**src/rtl/dio_pkg.sv**
```systemverilog
package dio_pkg;

    localparam int unsigned WORD_W = 32;
    localparam int unsigned CNT_W  = 5;   // holds up to WORD_W/2 pairs

    typedef enum logic {
        ST_IDLE  = 1'b0,
        ST_SHIFT = 1'b1
    } dio_state_e;

    typedef enum logic [1:0] {
        WSEL_8  = 2'd0,
        WSEL_16 = 2'd1,
        WSEL_24 = 2'd2,
        WSEL_32 = 2'd3
    } dio_wsel_e;

    // Pin pair: index 1 is MISO (odd bit), index 0 is MOSI (even bit)
    typedef struct packed {
        logic odd_miso;
        logic even_mosi;
    } dio_pair_t;

    function automatic logic [5:0] width_bits(input logic [1:0] sel);
        logic [5:0] w;
        case (dio_wsel_e'(sel))
            WSEL_8:  w = 6'd8;
            WSEL_16: w = 6'd16;
            WSEL_24: w = 6'd24;
            default: w = 6'd32;
        endcase
        return w;
    endfunction

    function automatic logic mode_legal(input logic dual, input logic tw, input logic ro);
        return dual & ~tw & ~ro;
    endfunction

endpackage

```
**src/rtl/dio_clkgen.sv**
```systemverilog
module dio_clkgen #(
    parameter int unsigned HALF_DIV = 2
) (
    input  logic clk,
    input  logic rst,
    input  logic run,
    output logic sclk,
    output logic rise_evt,
    output logic fall_evt
);
    localparam int unsigned CW = (HALF_DIV > 1) ? $clog2(HALF_DIV) : 1;
    localparam logic [CW-1:0] LAST = CW'(HALF_DIV - 1);

    logic [CW-1:0] div_cnt;
    logic          tick;

    assign tick     = run && (div_cnt == LAST);
    assign rise_evt = tick && !sclk;
    assign fall_evt = tick && sclk;

    always_ff @(posedge clk) begin
        if (rst || !run) begin
            div_cnt <= '0;
            sclk    <= 1'b0;
        end else if (div_cnt == LAST) begin
            div_cnt <= '0;
            sclk    <= ~sclk;
        end else begin
            div_cnt <= div_cnt + 1'b1;
        end
    end

    // serial clock returns to and stays at its idle level when not running
    assert_sclk_idle_R6: assert property (@(posedge clk) disable iff (rst)
        !run |=> !sclk);

    // a high phase never ends early (checked for one cycle of hold)
    assert_sclk_high_hold_R6: assert property (@(posedge clk) disable iff (rst)
        (HALF_DIV > 1 && run && $rose(sclk)) |=> (sclk || !run));

endmodule

```
**src/rtl/dio_ctrl.sv**
```systemverilog
module dio_ctrl
    import dio_pkg::*;
(
    input  logic       clk,
    input  logic       rst,
    input  logic       go,
    input  logic       dual_en,
    input  logic       dir_wr,
    input  logic [1:0] width_sel,
    input  logic       three_wire_en,
    input  logic       reorder_en,
    input  logic       fall_evt,
    output logic       busy,
    output logic       load,
    output logic       wr_mode,
    output logic       finish,
    output logic       done,
    output logic       err
);
    dio_state_e         state;
    logic [CNT_W-1:0]   pairs_left;
    logic               legal;
    logic               refuse;

    assign legal  = mode_legal(dual_en, three_wire_en, reorder_en);
    assign busy   = (state == ST_SHIFT);
    assign load   = go && !busy && legal;
    assign refuse = go && !busy && !legal;
    assign finish = busy && fall_evt && (pairs_left == CNT_W'(1));

    always_ff @(posedge clk) begin
        if (rst) begin
            state      <= ST_IDLE;
            pairs_left <= '0;
            wr_mode    <= 1'b0;
            done       <= 1'b0;
            err        <= 1'b0;
        end else begin
            done <= 1'b0;
            case (state)
                ST_IDLE: begin
                    if (load) begin
                        state      <= ST_SHIFT;
                        wr_mode    <= dir_wr;
                        pairs_left <= CNT_W'(width_bits(width_sel) >> 1);
                        err        <= 1'b0;
                    end else if (refuse) begin
                        err <= 1'b1;
                    end
                end
                default: begin
                    if (fall_evt) begin
                        if (pairs_left == CNT_W'(1)) begin
                            state <= ST_IDLE;
                            done  <= 1'b1;
                        end
                        pairs_left <= pairs_left - 1'b1;
                    end
                end
            endcase
        end
    end

    assert_refuse_stays_idle_R7: assert property (@(posedge clk) disable iff (rst)
        refuse |=> (!busy && err));

    assert_done_single_R8: assert property (@(posedge clk) disable iff (rst)
        done |=> !done);

    assert_accept_clears_err_R8: assert property (@(posedge clk) disable iff (rst)
        load |=> (!err && busy));

    assert_busy_go_ignored_R9: assert property (@(posedge clk) disable iff (rst)
        (busy && go && !fall_evt) |=> $stable(pairs_left));

endmodule

```
**src/rtl/dio_shreg.sv**
```systemverilog
module dio_shreg
    import dio_pkg::*;
(
    input  logic              clk,
    input  logic              rst,
    input  logic              load,
    input  logic [WORD_W-1:0] tx_data,
    input  logic [1:0]        width_sel,
    input  logic              busy,
    input  logic              wr_mode,
    input  logic              sclk,
    input  logic              rise_evt,
    input  logic              fall_evt,
    input  logic              finish,
    input  dio_pair_t         pin_in,
    output dio_pair_t         pin_out,
    output dio_pair_t         pin_oe,
    output logic [WORD_W-1:0] rx_word
);
    logic [WORD_W-1:0] tx_sh;
    logic [WORD_W-1:0] rx_sh;
    logic              drive;

    assign drive = busy && wr_mode;

    always_ff @(posedge clk) begin
        if (rst) begin
            tx_sh   <= '0;
            rx_sh   <= '0;
            rx_word <= '0;
        end else begin
            if (load) begin
                tx_sh <= tx_data << (6'd32 - width_bits(width_sel));
                rx_sh <= '0;
            end else if (busy) begin
                if (rise_evt && !wr_mode)
                    rx_sh <= {rx_sh[WORD_W-3:0], pin_in.odd_miso, pin_in.even_mosi};
                if (fall_evt)
                    tx_sh <= tx_sh << 2;
            end
            if (finish && !wr_mode)
                rx_word <= rx_sh;
        end
    end

    assign pin_out.odd_miso  = drive & tx_sh[WORD_W-1];
    assign pin_out.even_mosi = drive & tx_sh[WORD_W-2];
    assign pin_oe            = drive ? 2'b11 : 2'b00;

    assert_idle_no_drive_R6: assert property (@(posedge clk) disable iff (rst)
        !busy |-> (pin_oe == 2'b00));

    assert_read_pins_input_R5: assert property (@(posedge clk) disable iff (rst)
        (busy && !wr_mode) |-> (pin_oe == 2'b00));

    assert_data_stable_high_R2: assert property (@(posedge clk) disable iff (rst)
        (busy && sclk && $past(sclk)) |-> $stable(pin_out));

endmodule

```
**src/rtl/dio_spi_shifter.sv**
```systemverilog
module dio_spi_shifter
    import dio_pkg::*;
#(
    parameter int unsigned HALF_DIV = 2
) (
    input  logic        clk,
    input  logic        rst,
    input  logic        dual_en,
    input  logic        dir_wr,
    input  logic [1:0]  width_sel,
    input  logic        three_wire_en,
    input  logic        reorder_en,
    input  logic        go,
    input  logic [31:0] tx_data,
    input  logic        mosi_in,
    input  logic        miso_in,
    output logic        mosi_o,
    output logic        mosi_oe,
    output logic        miso_o,
    output logic        miso_oe,
    output logic        sclk,
    output logic [31:0] rx_data,
    output logic        done,
    output logic        err
);
    logic      busy, load, wr_mode, finish;
    logic      rise_evt, fall_evt;
    dio_pair_t pin_in, pin_out, pin_oe;

    assign pin_in.odd_miso  = miso_in;
    assign pin_in.even_mosi = mosi_in;

    dio_ctrl u_ctrl (
        .clk           (clk),
        .rst           (rst),
        .go            (go),
        .dual_en       (dual_en),
        .dir_wr        (dir_wr),
        .width_sel     (width_sel),
        .three_wire_en (three_wire_en),
        .reorder_en    (reorder_en),
        .fall_evt      (fall_evt),
        .busy          (busy),
        .load          (load),
        .wr_mode       (wr_mode),
        .finish        (finish),
        .done          (done),
        .err           (err)
    );

    dio_clkgen #(.HALF_DIV(HALF_DIV)) u_clkgen (
        .clk      (clk),
        .rst      (rst),
        .run      (busy),
        .sclk     (sclk),
        .rise_evt (rise_evt),
        .fall_evt (fall_evt)
    );

    dio_shreg u_shreg (
        .clk       (clk),
        .rst       (rst),
        .load      (load),
        .tx_data   (tx_data),
        .width_sel (width_sel),
        .busy      (busy),
        .wr_mode   (wr_mode),
        .sclk      (sclk),
        .rise_evt  (rise_evt),
        .fall_evt  (fall_evt),
        .finish    (finish),
        .pin_in    (pin_in),
        .pin_out   (pin_out),
        .pin_oe    (pin_oe),
        .rx_word   (rx_data)
    );

    assign mosi_o  = pin_out.even_mosi;
    assign miso_o  = pin_out.odd_miso;
    assign mosi_oe = pin_oe.even_mosi;
    assign miso_oe = pin_oe.odd_miso;

endmodule

```
**config.mk**
```make
export PLATFORM = sky130hd
export DESIGN_NAME = dio_spi_shifter
export DESIGN_NICKNAME = d
export VERILOG_FILES = /design/src/rtl/dio_pkg.sv /design/src/rtl/dio_clkgen.sv /design/src/rtl/dio_ctrl.sv /design/src/rtl/dio_shreg.sv /design/src/rtl/dio_spi_shifter.sv
export SDC_FILE = /design/constraint.sdc
export NUM_CORES = 1
export LEC_CHECK = 0
export ABC_AREA = 1
export BUFFER_PORTS_ARGS = -buffer_cell sky130_fd_sc_hd__buf_2
export CAP_MARGIN = 5
export CORE_ASPECT_RATIO = 0.7
export CORE_MARGIN = 2
export CORE_UTILIZATION = 51
export CTS_CLUSTER_DIAMETER = 50
export DETAILED_ROUTE_END_ITERATION = 16
export GPL_ROUTABILITY_DRIVEN = 0
export GPL_TIMING_DRIVEN = 1
export MAX_ROUTING_LAYER = met4
export PLACE_DENSITY = 0.72
export REMOVE_ABC_BUFFERS = 1
export SLEW_MARGIN = 20
export SYNTH_ARGS = -nofsm -noshare
export SYNTH_HDL_FRONTEND = slang
export SYNTH_SLANG_ARGS = --single-unit
```
**constraint.sdc**
```tcl
create_clock -name clk -period 2.1 [get_ports clk]
set_input_delay 0.63 -clock clk [delete_from_list [all_inputs] [get_ports clk]]
set_output_delay 0.63 -clock clk [all_outputs]
set_load 0.005 [all_outputs]
```
* Word level (Yosys, flattened, before mapping)
Cells that the tools add are included. Widths: inputs -> output; s select.
Cells by class: $add $sub $neg 3, equal/unequal tests 4, shift-type cells 1, multiplexer cells 17, bitwise gates (word level) 9, reduce and logical (&&, ||, !) cells 28
Operators with widths (count):
- $mux 32 | 3
- $shl 32x6->32 | 1
- $pmux 6 s3 | 1
- $mux 5 | 3
- $mux 6 | 2
- $logic_and 1x1->1 | 11
- $reduce_and 2->1 | 5
- $mux 1 | 7
- $reduce_bool 2->1 | 3
- $sub 6x6->6 const A | 1
- $eq 5x1->1 const B | 1
- $not 1->1 | 5
- $sub 5x1->5 const B | 1
- $and 1x1->1 | 4
- $logic_not 1->1 | 4
- $reduce_or 2->1 | 2
- $reduce_or 3->1 | 1
- $eq 2x1->1 const B | 1
- $eq 2x2->1 const B | 1
- $logic_not 2->1 | 1
- $mux 2 | 1
- $ne 2x1->1 const B | 1
- $add 1x1->1 const B | 1
- $logic_or 1x1->1 | 1
Storage, ports and cells: bits in registers 107

* Depth between registers and ports, before layout
word-level depth 9, depth in mapped cells 12, depth with buffers taken out 10

* Hierarchy
A second synthesis with hierarchy kept.
Second synthesis, totals: cells, all modules 736, area total of the unflattened synthesis 5208.7 um^2
Modules (own cells, without submodules):
- dio_shreg | instances 1, cells each 647, area each 4573.1 um^2
- dio_ctrl | instances 1, cells each 77, area each 555.5 um^2
- dio_clkgen | instances 1, cells each 12, area each 80.1 um^2

* Worst setup path before layout
Ideal clock, no wire load.
kind input to register, start point in width_sel[0], end point reg u_shreg.tx_sh[15], data arrival time 1.976 ns, data required time 1.975 ns, path slack -0.001 ns, cell stages on the path 10, path buffers 2, cell sequence buf_2 inv_1 buf_2 ha_1 nand2_1 nand2_2 nand2_1 nor2_1 nor2_1 nor2_1
Between the ends: cells in the longest elaborated chain, start to end 7, elaborated cells on any way between the ends 9, classes of those cells add/sub: 1; eq/ne: 2; shift: 1; mux: 4; reduce/logical: 1
Ends and longest elaborated chain:
- from (decl) | RTL line dio_spi_shifter.sv:10 | input logic [1:0] width_sel,
- $eq 2x2->1, or another cell as far along | RTL line dio_pkg.sv:26 | case (dio_wsel_e'(sel))
- $pmux 6 s3 * | RTL line dio_pkg.sv:26
- $mux 6 * | RTL line dio_shreg.sv:32 | if (load) begin
- $mux 6 * | RTL line dio_shreg.sv:27 | if (rst) begin
- $sub 6x6->6 * | RTL line dio_shreg.sv:33 | tx_sh <= tx_data << (6'd32 - width_bits(width_sel));
- $shl 32x6->32 * | RTL line dio_shreg.sv:33
- $mux 32 * | RTL line dio_shreg.sv:32
- to (signal assigned) | RTL line dio_shreg.sv:33
- to (signal assigned) | RTL line dio_shreg.sv:39 | tx_sh <= tx_sh << 2;
- to (decl) | RTL line dio_shreg.sv:20 | logic [WORD_W-1:0] tx_sh;
Every way passes the cells marked *; elsewhere a longest branch is shown, timed or not. The select of a mux whose other input is x is not followed. A chain may end at the register's enable or synchronous reset.

* Worst setup path after layout
start point reg u_ctrl.state, in the netlist u_ctrl.busy, end point out miso_o
Between the ends: cells in the longest elaborated chain, start to end 2
Ends and longest elaborated chain:
- from (decl) | RTL line dio_ctrl.sv:20 | dio_state_e state;
- from (signal assigned) | RTL line dio_ctrl.sv:33 | state <= ST_IDLE;
- from (signal assigned) | RTL line dio_ctrl.sv:43 | state <= ST_SHIFT;
- from (signal assigned) | RTL line dio_ctrl.sv:54 | state <= ST_IDLE;
- $logic_and 1x1->1 | RTL line dio_shreg.sv:24 | assign drive = busy && wr_mode;
- $and 1x1->1 | RTL line dio_shreg.sv:46 | assign pin_out.odd_miso = drive & tx_sh[WORD_W-1];
- to (decl) | RTL line dio_spi_shifter.sv:19 | output logic miso_o,
No other way between the ends.

==> flow_summary.toml <==
[outcome]
status = "completed"

[floorplanning]
core_sq_um = 9797
die_h_microns = 88.45
start_util_pct = 53.04
top_level_ports = 82
fp.dieW_microns = 124.6
die_area_sq_um = 11020
floorplan.rows = 30

[critical_path]
end_kind = "output pin"
rr_worst_depth = 7
arrival_ns = 1.20
rr_endpoint = "u_shreg.tx_sh[4]"
rr_startpoint = "u_ctrl.busy"
rrSetupSlack_ns = 0.46
path_cells = "nand2_1, nor2_1, buf_2"
cp_slowest_cell = "dfxtp_2"
cp-start-kind = "register"
critPathMaxStageDelay_ns = 0.46
worst-setup-path-type = "reg -> out"
crit_required_ns = 1.47
path_max_fanout = 10

[timing]
slew_headroom_pct = 71.92
worst_slew_pin_slew_ns = 0.4208
fin_skew_ns = 0.007570
slew_violations = 0
setup_viol = 0
min_period_ns = 1.828
hold_viol_final = 0
rsz0062_at_grt = "false"
min_period_over_period_pct = 87.05
fmax_mhz = 547.1
hold_ws_ns = 0.4869

[logic_synthesis]
ys.flop_type = "dfxtp_1"
avgSynthCellArea_sq_um = 6.611
muxShareOfSynthArea_pct = 0
synth-seq-cells = 107
synth_adder_area_share_pct = 1.204
synth_top_cell_by_area = "dfxtp_1"
synth_top_family_by_area = "simple AND/OR/NAND/NOR gates"
synthCells = 786
synthSimpleGateAreaFrac_pct = 31.95
seq_area_frac_synth_pct = 41.22
syn_area_sq_um = 5196
synth.area.top_cells = "dfxtp_1 41%, nor2_1 13%, nand2_1 12%"
ys_types = 27
synth_compound_area_share_pct = 13.92
synth-xor-area-share_pct = 0
synth_top_cell_area_share_pct = 41.22
synth-edff-count = 0
yosysWarningCount = 0
synthArstFlopShare_pct = 0

[drt]
ant_nets = 0
first_iter_violations = 273
routed_wirelength_mm = 11.81
drc = 0
wire_per_inst_microns = 11.99
via_per_inst = 4.982
dr_total_vias = 4907
first_pass_iters = 7

[power_and_ir_drop]
p_leak_nw = 3.239
cellPowerDensity_nw_per_um2 = 692.5
irDropWorstVdd_mv = 0.4477

[job]
cap_violations = 0

[clock_tree]
cts_buffer_depth = 2
cts_tree = "yes"
cts_root_buf = "clkbuf_16"
cts_max_level = 3
postCtsHoldBufs = 0
numCtsBuffers = 9
clkSinkCount = 107
post_cts.repair.setup_buffers = 0
insertion_delay_ns = 0.34
clkTransAtPathRegs_ns = 0.07

[global_routing]
grt_overflow = 0
grt_max_degree = 65
antenna_found_initial = 0
grt_pass1_vias = 4473
grt_usage_pct = 22.66
grt_pass1_wl_mm = 19.93

[final_layout]
post-route-util_pct = 61.44
fin_nets = 900
multi_input_area_sq_um = 2446
drive_above_1_share_pct = 15.75
nFillCells = 909
antenna_cells = 0
syn2layout_area_growth_pct = 15.84
final-seq-area_sq_um = 2143

[min_path]
whs_endpoint = "u_ctrl.err"
holdPathStages = 2
hold_path_class = "reg -> reg"
min_from = "u_ctrl.err"

[placement]
numPortBuffers = 81
hpwl_mm = 8.335
[report_power, final]
part           total, W  switching (W)  internal (W)  leakage, nW
Sequential      0.00207      0.0000170       0.00205        0.865
Clock           0.00173       0.000735      0.000994        0.152
Combinational  0.000369       0.000230      0.000138         2.22
Total           0.00417       0.000982       0.00319         3.24
[worst max-delay path: cells and delay by family (launching register included)]
kind                   cells  cell delay [ns]
DFF                        1             0.46
and+or+nand+nor            2             0.27
buffers and inverters      1             0.12
[synth_stat cells (2+ instances only)]
cell,instances
a21oi_1,37
buf_2,20
buf_4,3
buf_6,7
clkbuf_1,14
dfxtp_1,107
ha_1,5
inv_1,90
inv_4,2
nand2_1,166
nand2_2,5
nand3_1,41
nand3_4,2
nor2_1,179
nor2_2,5
o21ai_0,65
o21ai_1,8
o21bai_1,21
[layout make-up]
type | instances | share of cell area, %
inverters | 93 | 5.882
clock inverters | 5 | 0.9977
flip-flops and latches | 107 | 35.61
well taps | 128 | 2.661
clock buffers | 11 | 4.199
repair buffers | 99 | 10.02
multi-input cells | 542 | 40.64
[logic make-up (layout without fill, tap and decap cells)]
logic type,Yosys count,in the layout
flip-flops,107,107
AO/OA/AOI/OAI,133,133
buffers and inverters,137,208
adder cells (fa/ha/maj),5,5
AND/OR/NAND/NOR,404,404
[cell usage in the layout (no fill, tap or decap), types with 2 or more instances in the layout]
cell type	instances
clkbuf_16	9
o21ai_0	65
nor2_1	179
buf_12	5
nand3_1	41
a21oi_1	37
o21ai_1	8
ha_1	5
o21bai_1	21
nand3_4	2
nand2_2	5
nor2_2	5
buf_2	81
clkbuf_8	2
dfxtp_1	106
inv_1	90
buf_4	13
nand2_1	166
inv_4	2
[per-layer routing]
layer | global-route usage, % | share of wire, %
met4 | 5.822 | 1.1
met5 | - | 0
met1 | 28.84 | 48
met2 | 36.71 | 45
met3 | 5.562 | 6.0
[registers in the layout, indices dropped and copies added (netlist names)]
signal / flops
u_ctrl.pairs_left: 5
u_clkgen.div_cnt: 1
u_shreg.rx_sh: 32
u_ctrl.err: 1
u_shreg.rx_word: 32
u_ctrl.done: 1
u_shreg.tx_sh: 32
u_clkgen.sclk: 1
u_ctrl.wr_mode: 1
u_ctrl.busy: 1
[worst max path at each step]
stage	cells after the start	end	start
global placement	8	u_shreg.tx_sh[9]	width_sel[0]
finish	3	miso_o	u_ctrl.busy
global route	8	u_shreg.tx_sh[9]	width_sel[0]
CTS	3	miso_o	u_ctrl.busy
detailed placement	8	u_shreg.tx_sh[29]	width_sel[0]
floorplan	10	u_shreg.tx_sh[14]	width_sel[0]
[through the flow]
step                setup TNS (ns)  worst slack (ns)  instances  power (W)  area, sq um
finish                           0            0.2720        985   0.004168         6020
global route                     0            0.1029        985   0.004342         6020
CTS                              0           0.07049        985   0.004204         6018
detailed placement         -0.1707          -0.03967        969   0.002480         5705
global placement                 0           0.06587        969   0.002470         5705
floorplan                  -0.5888          -0.07829        742   0.002322         4942
[timing repair]
item / 4_1_cts / 5_1_grt
gates resized for setup: 0 / 1
hold endpoints to repair: 0 / 0
setup endpoints to repair: 0 / 1
Note: power is estimated with default switching activity, not from simulation.
